### src/rtl/tco_pkg.sv
package tco_pkg;
  localparam int MODE_W = 4;

  localparam logic [MODE_W-1:0] MODE_TOG_CLR = 4'b0001;
  localparam logic [MODE_W-1:0] MODE_TOG     = 4'b0010;
  localparam logic [MODE_W-1:0] MODE_SET     = 4'b1000;
  localparam logic [MODE_W-1:0] MODE_CLR     = 4'b1001;
  localparam logic [MODE_W-1:0] MODE_PLS     = 4'b1010;
  localparam logic [MODE_W-1:0] MODE_PLS_CLR = 4'b1011;

  typedef enum logic [2:0] {
    ACT_NONE,
    ACT_TOGGLE,
    ACT_SET,
    ACT_CLEAR,
    ACT_PULSE
  } pin_act_e;

  typedef struct packed {
    logic     valid;
    pin_act_e act;
    logic     tmr_clr;
  } mode_dec_t;

  function automatic mode_dec_t decode_mode(input logic [MODE_W-1:0] m);
    mode_dec_t d;
    d = '{valid: 1'b1, act: ACT_NONE, tmr_clr: 1'b0};
    unique case (m)
      MODE_TOG_CLR: begin d.act = ACT_TOGGLE; d.tmr_clr = 1'b1; end
      MODE_TOG:     d.act = ACT_TOGGLE;
      MODE_SET:     d.act = ACT_SET;
      MODE_CLR:     d.act = ACT_CLEAR;
      MODE_PLS:     d.act = ACT_PULSE;
      MODE_PLS_CLR: begin d.act = ACT_PULSE; d.tmr_clr = 1'b1; end
      default:      d.valid = 1'b0;
    endcase
    return d;
  endfunction
endpackage

### src/rtl/tco_match.sv
module tco_match #(
  parameter int CMP_W = 16
) (
  input  logic             clk_i,
  input  logic             rst_ni,
  input  logic             en_i,
  input  logic             mode_ok_i,
  input  logic [CMP_W-1:0] cmp_val_i,
  input  logic [CMP_W-1:0] tmr_val_i,
  output logic             hit_o
);
  logic qual, qual_q;

  assign qual  = en_i & mode_ok_i & (cmp_val_i == tmr_val_i);
  assign hit_o = qual & ~qual_q;

  always_ff @(posedge clk_i or negedge rst_ni) begin
    if (!rst_ni) qual_q <= 1'b0;
    else         qual_q <= qual;
  end

  // two hits need a non-qualifying cycle between them
  assert_no_rehit_R1: assert property (@(posedge clk_i) disable iff (!rst_ni)
    hit_o |=> !hit_o);
endmodule

### src/rtl/tco_pin.sv
module tco_pin
  import tco_pkg::*;
(
  input  logic     clk_i,
  input  logic     rst_ni,
  input  logic     en_i,
  input  logic     hit_i,
  input  pin_act_e act_i,
  output logic     pin_o
);
  logic pin_q, pin_d, pulse_q;

  always_comb begin
    pin_d = pin_q;
    if (!en_i) begin
      pin_d = 1'b0;
    end else if (hit_i) begin
      unique case (act_i)
        ACT_TOGGLE: pin_d = ~pin_q;
        ACT_SET:    pin_d = 1'b1;
        ACT_CLEAR:  pin_d = 1'b0;
        ACT_PULSE:  pin_d = 1'b1;
        default:    pin_d = pin_q;
      endcase
    end else if (pulse_q) begin
      pin_d = 1'b0;
    end
  end

  always_ff @(posedge clk_i or negedge rst_ni) begin
    if (!rst_ni) begin
      pin_q   <= 1'b0;
      pulse_q <= 1'b0;
    end else begin
      pin_q   <= pin_d;
      pulse_q <= en_i & hit_i & (act_i == ACT_PULSE);
    end
  end

  assign pin_o = pin_q;

  assert_pulse_one_cycle_R7: assert property (@(posedge clk_i) disable iff (!rst_ni)
    pulse_q |=> !pin_q);
  assert_pulse_high_R7: assert property (@(posedge clk_i) disable iff (!rst_ni)
    pulse_q |-> pin_q);
  assert_disabled_low_R8: assert property (@(posedge clk_i) disable iff (!rst_ni)
    !en_i |=> !pin_q);
endmodule

### src/rtl/tco_events.sv
module tco_events (
  input  logic clk_i,
  input  logic rst_ni,
  input  logic hit_i,
  input  logic tmr_clr_mode_i,
  input  logic irq_clr_i,
  output logic trig_o,
  output logic tmr_clr_o,
  output logic irq_o
);
  logic trig_q, tclr_q, irq_q;

  always_ff @(posedge clk_i or negedge rst_ni) begin
    if (!rst_ni) begin
      trig_q <= 1'b0;
      tclr_q <= 1'b0;
      irq_q  <= 1'b0;
    end else begin
      trig_q <= hit_i;
      tclr_q <= hit_i & tmr_clr_mode_i;
      // a hit outranks a simultaneous clear
      if (hit_i)          irq_q <= 1'b1;
      else if (irq_clr_i) irq_q <= 1'b0;
    end
  end

  assign trig_o    = trig_q;
  assign tmr_clr_o = tclr_q;
  assign irq_o     = irq_q;

  assert_trig_single_R2: assert property (@(posedge clk_i) disable iff (!rst_ni)
    trig_q |=> !trig_q);
  assert_irq_rise_R3: assert property (@(posedge clk_i) disable iff (!rst_ni)
    $rose(irq_q) |-> trig_q);
  assert_irq_sticky_R3: assert property (@(posedge clk_i) disable iff (!rst_ni)
    (irq_q && !irq_clr_i) |=> irq_q);
  assert_tclr_with_trig_R4: assert property (@(posedge clk_i) disable iff (!rst_ni)
    tclr_q |-> trig_q);
endmodule

### src/rtl/timer_cmp_out.sv
module timer_cmp_out
  import tco_pkg::*;
#(
  parameter int CMP_W = 16
) (
  input  logic              clk_i,
  input  logic              rst_ni,
  input  logic              en_i,
  input  logic [MODE_W-1:0] mode_i,
  input  logic [CMP_W-1:0]  cmp_val_i,
  input  logic [CMP_W-1:0]  tmr_val_i,
  input  logic              irq_clr_i,
  output logic              pin_o,
  output logic              tmr_clr_o,
  output logic              irq_o,
  output logic              trig_o
);
  mode_dec_t dec;
  logic      hit;

  assign dec = decode_mode(mode_i);

  tco_match #(.CMP_W(CMP_W)) u_match (
    .clk_i     (clk_i),
    .rst_ni    (rst_ni),
    .en_i      (en_i),
    .mode_ok_i (dec.valid),
    .cmp_val_i (cmp_val_i),
    .tmr_val_i (tmr_val_i),
    .hit_o     (hit)
  );

  tco_pin u_pin (
    .clk_i  (clk_i),
    .rst_ni (rst_ni),
    .en_i   (en_i),
    .hit_i  (hit),
    .act_i  (dec.act),
    .pin_o  (pin_o)
  );

  tco_events u_events (
    .clk_i          (clk_i),
    .rst_ni         (rst_ni),
    .hit_i          (hit),
    .tmr_clr_mode_i (dec.tmr_clr),
    .irq_clr_i      (irq_clr_i),
    .trig_o         (trig_o),
    .tmr_clr_o      (tmr_clr_o),
    .irq_o          (irq_o)
  );

  assert_tclr_mode_R4: assert property (@(posedge clk_i) disable iff (!rst_ni)
    tmr_clr_o |-> ($past(mode_i) == MODE_TOG_CLR || $past(mode_i) == MODE_PLS_CLR));
  assert_disabled_quiet_R8: assert property (@(posedge clk_i) disable iff (!rst_ni)
    !en_i |=> (!trig_o && !tmr_clr_o));
  assert_bad_mode_quiet_R9: assert property (@(posedge clk_i) disable iff (!rst_ni)
    !dec.valid |=> !trig_o);
endmodule

### config.mk
export PLATFORM = sky130hd
export DESIGN_NAME = timer_cmp_out
export DESIGN_NICKNAME = d
export VERILOG_FILES = /design/src/rtl/tco_pkg.sv /design/src/rtl/tco_match.sv /design/src/rtl/tco_pin.sv /design/src/rtl/tco_events.sv /design/src/rtl/timer_cmp_out.sv
export SDC_FILE = /design/constraint.sdc
export NUM_CORES = 1
export LEC_CHECK = 0
export ABC_AREA = 1
export BUFFER_PORTS_ARGS = -buffer_cell sky130_fd_sc_hd__buf_2
export CORE_MARGIN = 5
export CORE_UTILIZATION = 48
export CTS_BUF_LIST = sky130_fd_sc_hd__clkbuf_8
export CTS_CLUSTER_SIZE = 12
export DETAILED_ROUTE_END_ITERATION = 10
export GPL_ROUTABILITY_DRIVEN = 1
export PLACE_DENSITY = 0.95
export SLEW_MARGIN = 40
export SYNTH_ARGS = -nofsm -noshare
export SYNTH_HDL_FRONTEND = slang
export SYNTH_SLANG_ARGS = --single-unit
### constraint.sdc
create_clock -name clk_i -period 1.5 [get_ports clk_i]
set_input_delay 0.075 -clock clk_i [delete_from_list [all_inputs] [get_ports clk_i]]
set_output_delay 0.075 -clock clk_i [all_outputs]
set_load 0.01 [all_outputs]
==> results list, run 1 <==
* Setup violation total in the final timing report: 0
* Largest net degree at the start of global routing: 7
- Largest fanout of any net on the critical path: 3
* Slew Limit Headroom: 0.808
* Aggregate global routing overflow: 0
- Worst stage delay on the critical path: 0.39 ns
- Worst Path Buf+Inv: 1
- CTS built an H-tree with a depth of 1.
* Floorplan row count: 14
- The cell family contributing the most delay on the critical path is flip-flops.
- Synthesis warning total: 0
- Required time of the critical path: 1.42 ns
- Final layout net count: 238
* Clock sink total: 6
- The number of antenna diodes in the final layout is 0.
* Die boundary width: 49.3 um
- The initial antenna violation count is 0.
- The count of final max-slew check failures is 0.
- Mapped Cells: 149
- At the placement stage, the worst setup path has a slack of 0.466 ns.
* Post-detail-place hpwl: 1.78 mm
- Post-route cell area: 1030 sq um
- Initial DRC Count: 26
- Category of the worst setup path launch point: flop
- Synth Net Count: 189
- The synthesized-area fraction occupied by ao, oa, aoi and oai cells was 0.0287.
* Area growth from synthesis to final layout: 38.7%
- The worst hold path belongs to the class primary input to flop.
- The number of different library cells used by synthesis comes to 16.
- For this run, design rule violations remaining after detail routing come to 0.
- Number of filler cells placed in the layout: 137
- Routed vias/inst: 4.83
- Wires add up to 2.03 mm.
* Fraction of final layout cells sized beyond drive strength 1: 0.255
- At the pin with the least slew margin, the transition time is 0.286 ns.
- The multi-input combinational cells in the finished layout cover a total of 437 sq um.
* Vias in the first global route: 963
* Post-DP Area: 976 sq um
- Detailed-routing iteration count for the pre-antenna-repair pass: 4
- Area of the mapped netlist: 741 sq um
- The count of nets left with antenna violations once routing finished came out at 0.
* Xor/xnor cell area share of the yosys netlist: 0.0118
- Post-CTS resize count: 0
- The portion of synthesized area spent on multiplexers is 0.
* Status: finished, final reports clean
- The slowest stage of the critical path belongs to the cell dfrtp_1.
* Fin crit share: 0.563
- Adding up every negative setup slack in the final design gives 0 ns.
- Overall power after layout: 0.587 mW
- Adder-Cell Fraction of Synth Area: 0
* Hold-fix buffers, CTS: 1
- Die height: 49.3 um
- Largest clock skew in the final design: 0.00850 ns
- The share of the Yosys chip area taken by registers is 0.203.
- TritonCTS built the clock tree.
* Max Buffers Root-to-Sink: 2
- The count of buffers added on input and output ports is 43.
- Overall fraction of global-route tracks in use: 0.177
- Max-cap violations in this run came to 0.
- STA classifies the critical path endpoint as a primary output.
* Category of the critical setup timing path: flop to primary output
- FF/Latch Area: 150 sq um
- Clock slew seen by the registers of the worst setup and hold paths: 0.04 ns
- Dominant combinational cell family by area after synthesis: simple AND/OR/NAND/NOR gates
* FMAX: 1180 MHz
- Power per Cell Area: 572 nW/um^2
- Clock tree synthesis inserted a total of 3 buffers.
* Weighted congestion at the end of routability-driven global placement: 0.796
- Of the total synthesized cell area, the portion taken by AND, OR, NAND and NOR gates is 0.549.
- Wire per inst: 9.59 um
* Latest clock arrival within the worst-skew pair: 0.23 ns
* Top-level port count: 44
* Die footprint: 2430 sq um
- The worst-case IR drop observed on VDD is 0.000546 V.
- Core outline area: 1490 sq um
- Across all setup checks in the final design, the least slack found is 0.656 ns.
- In this run the mean area of a mapped cell was 4.97 sq um.
- Via count of the routed design: 1,024
- The analysis attributes to cell leakage a power of 0.752 nW.
- Buffers added to address setup during post-CTS repair amount to 0.
- Final min period: 0.844 ns
- Hold violation total from the final report: 0
* Arrival @ worst endpoint: 0.77 ns
* Flip-flop and latch count after synthesis: 6
* Clock tree root buffer cell: clkbuf_8
* First-pass GRT wire length: 3.49 mm
* Cells along the critical path: buf_2
* Setup repair after global routing missed its margin: false
- The initial utilization of the core area, before any placement, comes to 0.497.
-- metrics by stage --
stage | util | std cells | hold slack (ns)
floorplan | - | 149 | -0.221
global placement | 0.655 | 208 | -0.0999
detailed placement | 0.655 | 208 | -0.0977
CTS | 0.690 | 212 | 0.0490
global route | 0.690 | 212 | 0.0503
finish | 0.690 | 212 | 0.0476
-- registers in the layout, summed over array words and instances, names as in the netlist --
name                count
u_events.irq_o          1
u_pin.pin_o             1
u_events.trig_o         1
u_events.tmr_clr_o      1
u_match.qual_q          1
u_pin.pulse_q           1
-- cells in the final DEF, fill, tap and decap left out, drive strengths merged --
master / n
nand2: 61
buf: 43
inv: 41
nor2: 23
nand4: 7
dfrtp: 6
clkbuf: 3
nor3: 2
nand3: 2
o21ai: 2
nand3b: 1
xor2: 1
a31oi: 1
and2: 1
a21oi: 1
dlygate4sd3: 1
-- worst register-to-register path, stage by stage, from the launching register on --
cell     delay [ns]
dfrtp_1        0.35
inv_1          0.10
nand4_1        0.13
nand3_1        0.10
nand2_1        0.05
-- layout make-up --
cell class,count,share of cell area
Clock buffer,3,0.0402
Inverter,41,0.150
Tap cell,16,0.0195
Timing Repair Buffer,44,0.219
Sequential cell,6,0.146
Multi-Input combinational cell,102,0.425
-- metal layers --
layer / part of all wire / wire length [um] / up-vias / GRT usage
met3: 0.079 / 161 / 8 / 0.0428
met1: 0.37 / 753 / 451 / 0.181
met4: 0.027 / 55 / 0 / 0.0897
met5: 0 / 0 / - / 0
li1: - / - / 527 / -
met2: 0.52 / 1060 / 38 / 0.324
-- final timing paths --
path	from	endpoint	slack (ns)	cells after the start
min	irq_clr_i	u_events.irq_o	0.05	2
max	u_pin.pin_o	pin_o	0.66	1
min reg2reg	u_pin.pulse_q	u_pin.pin_o	0.51	3
min in group asynchronous	rst_ni	u_pin.pulse_q	0.22	2
max in group asynchronous	rst_ni	u_events.irq_o	1.13	2
max reg2reg	u_match.qual_q	u_pin.pin_o	0.66	4
-- power by group --
| group | internal [mW] | leakage (nW) | switching, mW |
|---|---|---|---|
| Clock | 0.173 | 0.0216 | 0.0726 |
| Combinational | 0.0786 | 0.647 | 0.101 |
| Sequential | 0.163 | 0.0839 | 0.00000300 |
-- cells by family (layout without fill, tap and decap cells) --
group                     Yosys count  in the layout
and+or+nand+nor                    97             97
buffers and inverters              41             88
DFF                                 6              6
AOI/OAI and AO/OA                   4              4
xor gates and xnor gates            1              1
-- Yosys cell counts --
cell | number | share of area
nand3_1 | 2 | 0.014
o21ai_0 | 2 | 0.014
nand4_1 | 6 | 0.051
nand2_1 | 60 | 0.30
nor2_1 | 21 | 0.11
xor2_1 | 1 | 0.012
inv_1 | 41 | 0.21
nor2_2 | 2 | 0.017
and2_1 | 1 | 0.0085
a31oi_1 | 1 | 0.0085
nand4_2 | 1 | 0.017
nand3b_1 | 1 | 0.010
nor3_1 | 2 | 0.014
dfrtp_1 | 6 | 0.20
a21oi_1 | 1 | 0.0068
nand2_2 | 1 | 0.0085
Note: power is estimated with default switching activity, not from simulation.
==> inputs of run 2 (changes only) <==
--- a/config.mk
+++ b/config.mk
@@ -8,12 +8,12 @@
 export ABC_AREA = 1
 export BUFFER_PORTS_ARGS = -buffer_cell sky130_fd_sc_hd__buf_2
 export CORE_MARGIN = 5
-export CORE_UTILIZATION = 48
+export CORE_UTILIZATION = 44
 export CTS_BUF_LIST = sky130_fd_sc_hd__clkbuf_8
 export CTS_CLUSTER_SIZE = 12
 export DETAILED_ROUTE_END_ITERATION = 10
 export GPL_ROUTABILITY_DRIVEN = 1
-export PLACE_DENSITY = 0.95
+export PLACE_DENSITY = 0.89
 export SLEW_MARGIN = 40
 export SYNTH_ARGS = -nofsm -noshare
 export SYNTH_HDL_FRONTEND = slang
==> constraint.sdc (replaced) <==
create_clock -name clk_i -period 0.8 [get_ports clk_i]
set_input_delay 0.04 -clock clk_i [delete_from_list [all_inputs] [get_ports clk_i]]
set_output_delay 0.04 -clock clk_i [all_outputs]
set_load 0.01 [all_outputs]
==> results list, run 2 (synthesis results as in run 1) <==
- Total number of H-tree levels: 1
- By startpoint and endpoint, the worst setup path is classified as flop to flop.
- Arrival @ worst endpoint: 1.03 ns
* Post-DP Area: 1040 sq um
- The number of clock buffers added by TritonCTS is 3.
- Along the worst hold path, the cell count comes to 2.
- Measured in cells, the most critical reg-to-reg path has a length of 3.
- The library cells used most frequently in the layout, excluding fill and tap cells, are 54 x nand2_1, 36 x inv_1, 36 x buf_2.
- Vias in the first global route: 949
- The slowest stage of the critical path belongs to the cell dfrtp_1.
- Family of cells with the greatest summed delay on the critical path: flip-flops
- The initialized floorplan defines 14 standard-cell rows.
- Cells after DPL: 216
- Across the routed clock network, the largest skew measured is 0.00877 ns.
* Post-placement worst setup slack: -0.214 ns
* Setup violation total in the final timing report: 2
* Leakage dissipation: 0.805 nW
* Number of slew-limit violations in the final report: 0
* Post-route cell area: 1170 sq um
- For this block, the via count after detailed routing is 1,078.
* Final min period: 0.866 ns
- Area growth from synthesis to final layout: 57.4%
- TritonCTS built the clock tree.
* Fraction of final layout cells sized beyond drive strength 1: 0.366
- On the worst path, the slowest cell contributes a delay of 0.39 ns.
- Least-Margin Pin Slew: 0.321 ns
- The run finished, with violations left.
- In this run the critical register-to-register path is captured at u_pin.pin_o.
- FMAX: 1150 MHz
- Die height: 51.0 um
- Together, buffers and inverters on the worst path number 0.
- In this run, the number of DRC markers left after iteration 0 of detailed routing was 19.
- Overall power after layout: 1.19 mW
* Top-level port count: 44
* Power per Cell Area: 1020 nW/um^2
* Max Buffers Root-to-Sink: 2
- Weighted congestion at the end of routability-driven global placement: 0.817
* Overall fraction of global-route tracks in use: 0.182
- Die footprint: 2600 sq um
* Die boundary width: 51.0 um
- Aggregate global routing overflow: 0
- Final core occ: 0.748
* Count of placed standard cells in the final layout, fillers left out: 221
* Cells along the critical path: a21oi_1 -> nand4_1 -> nand2_1
- Detailed placement finished with a half-perimeter wire length of 1.97 mm.
* Starting density of the core: 0.475
- The final count of hold timing violations is 0.
* Most common cell after layout, fill and taps aside: nand2_1
- In the routed layout, each cell is associated on average with a via count of 4.88.
* Detailed-routing iteration count for the pre-antenna-repair pass: 4
* Worst hold path startpoint: irq_clr_i
- Clock slew seen by the registers of the worst setup and hold paths: 0.04 ns
- Type of element capturing the critical path: flop
* DR DRC count: 0
- Entering global routing, the biggest net connects 7 pins.
* Destination of the worst hold path: u_events.irq_o
- Buffers placed on the I/O ports in this run total 43.
* Final layout net count: 247
* Category of the worst setup path launch point: flop
* Max-Cap Viols: 0
- Headroom to the max-slew limit came out at 0.784.
* Antenna Diode Count: 0
* Largest fanout of any net on the critical path: 3
- Latest clock arrival within the worst-skew pair: 0.23 ns
- Total negative slack: -0.0843 ns
* Required time of the critical path: 0.97 ns
* First-pass GRT wire length: 3.65 mm
* Fin crit share: 1.08
- For this block, the routed nets add up to 2.46 mm of wire.
- In this run the remaining antenna-violating nets after routing total 0.
* Hold crit path type: primary input to flop
- On the final layout, the worst hold slack is 0.0137 ns.
- Worst r2r src: u_pin.pin_o
* Clock sink total: 6
* Violations in the final reports: negative setup slack
* Final worst-path setup slack: -0.0661 ns
- Setup repair after global routing missed its margin: true
- Number of antenna violations at the first check in global routing: 0
* Setup slack on the worst flop-to-flop path: -0.07 ns
- Clock tree root buffer cell: clkbuf_8
- VDD sags by at most 0.00118 V.
* Core outline area: 1560 sq um
- Dividing the detail-routed wire length by the instance count gives 11.1 um.
## run 2: worst reg2reg max path: stages, from the launching register on
cell and delay (ns):
dfrtp_1 0.39, a21oi_1 0.15, nand4_1 0.15, nand2_1 0.11
## run 2: layer usage
metal,part of all wire,global-route usage
met5,0,0
met4,0.021,0.0538
met3,0.057,0.0523
met2,0.53,0.328
met1,0.39,0.205
## run 2: timing repair
item | in CTS | in global routing
setup endpoints to repair | 2 | 5
hold buffers | 1 | 0
pin swaps | 2 | 18
hold endpoints to repair | 6 | 0
setup buffers | 1 | 0
gates resized for setup | 1 | 22
## run 2: area by class of cell
cell class                      count  area, sq um
Multi-Input combinational cell    102          464
Fill cell                         120          393
Timing Repair Buffer               53          337
Inverter                           41          154
Sequential cell                     6          150
Clock buffer                        3         41.3
Tap cell                           16         20.0
## run 2: worst max path at each step
stage / start / end / slack [ns] / cells after the start
5_1_grt: tmr_val_i[6] / u_pin.pin_o / -0.17 / 10
3_5_place_dp: tmr_val_i[2] / u_pin.pin_o / -0.21 / 10
6_report: u_pin.pin_o / u_pin.pin_o / -0.07 / 3
4_1_cts: u_pin.pin_o / u_pin.pin_o / -0.02 / 3
3_3_place_gp: tmr_val_i[13] / u_pin.pin_o / -0.18 / 10
2_1_floorplan: u_match.qual_q / u_pin.pin_o / 0.05 / 4
## run 2: where the power goes
part	switching, mW	internal, mW
clock network	0.146	0.325
registers	0.00000532	0.305
logic	0.216	0.199
total	0.362	0.829
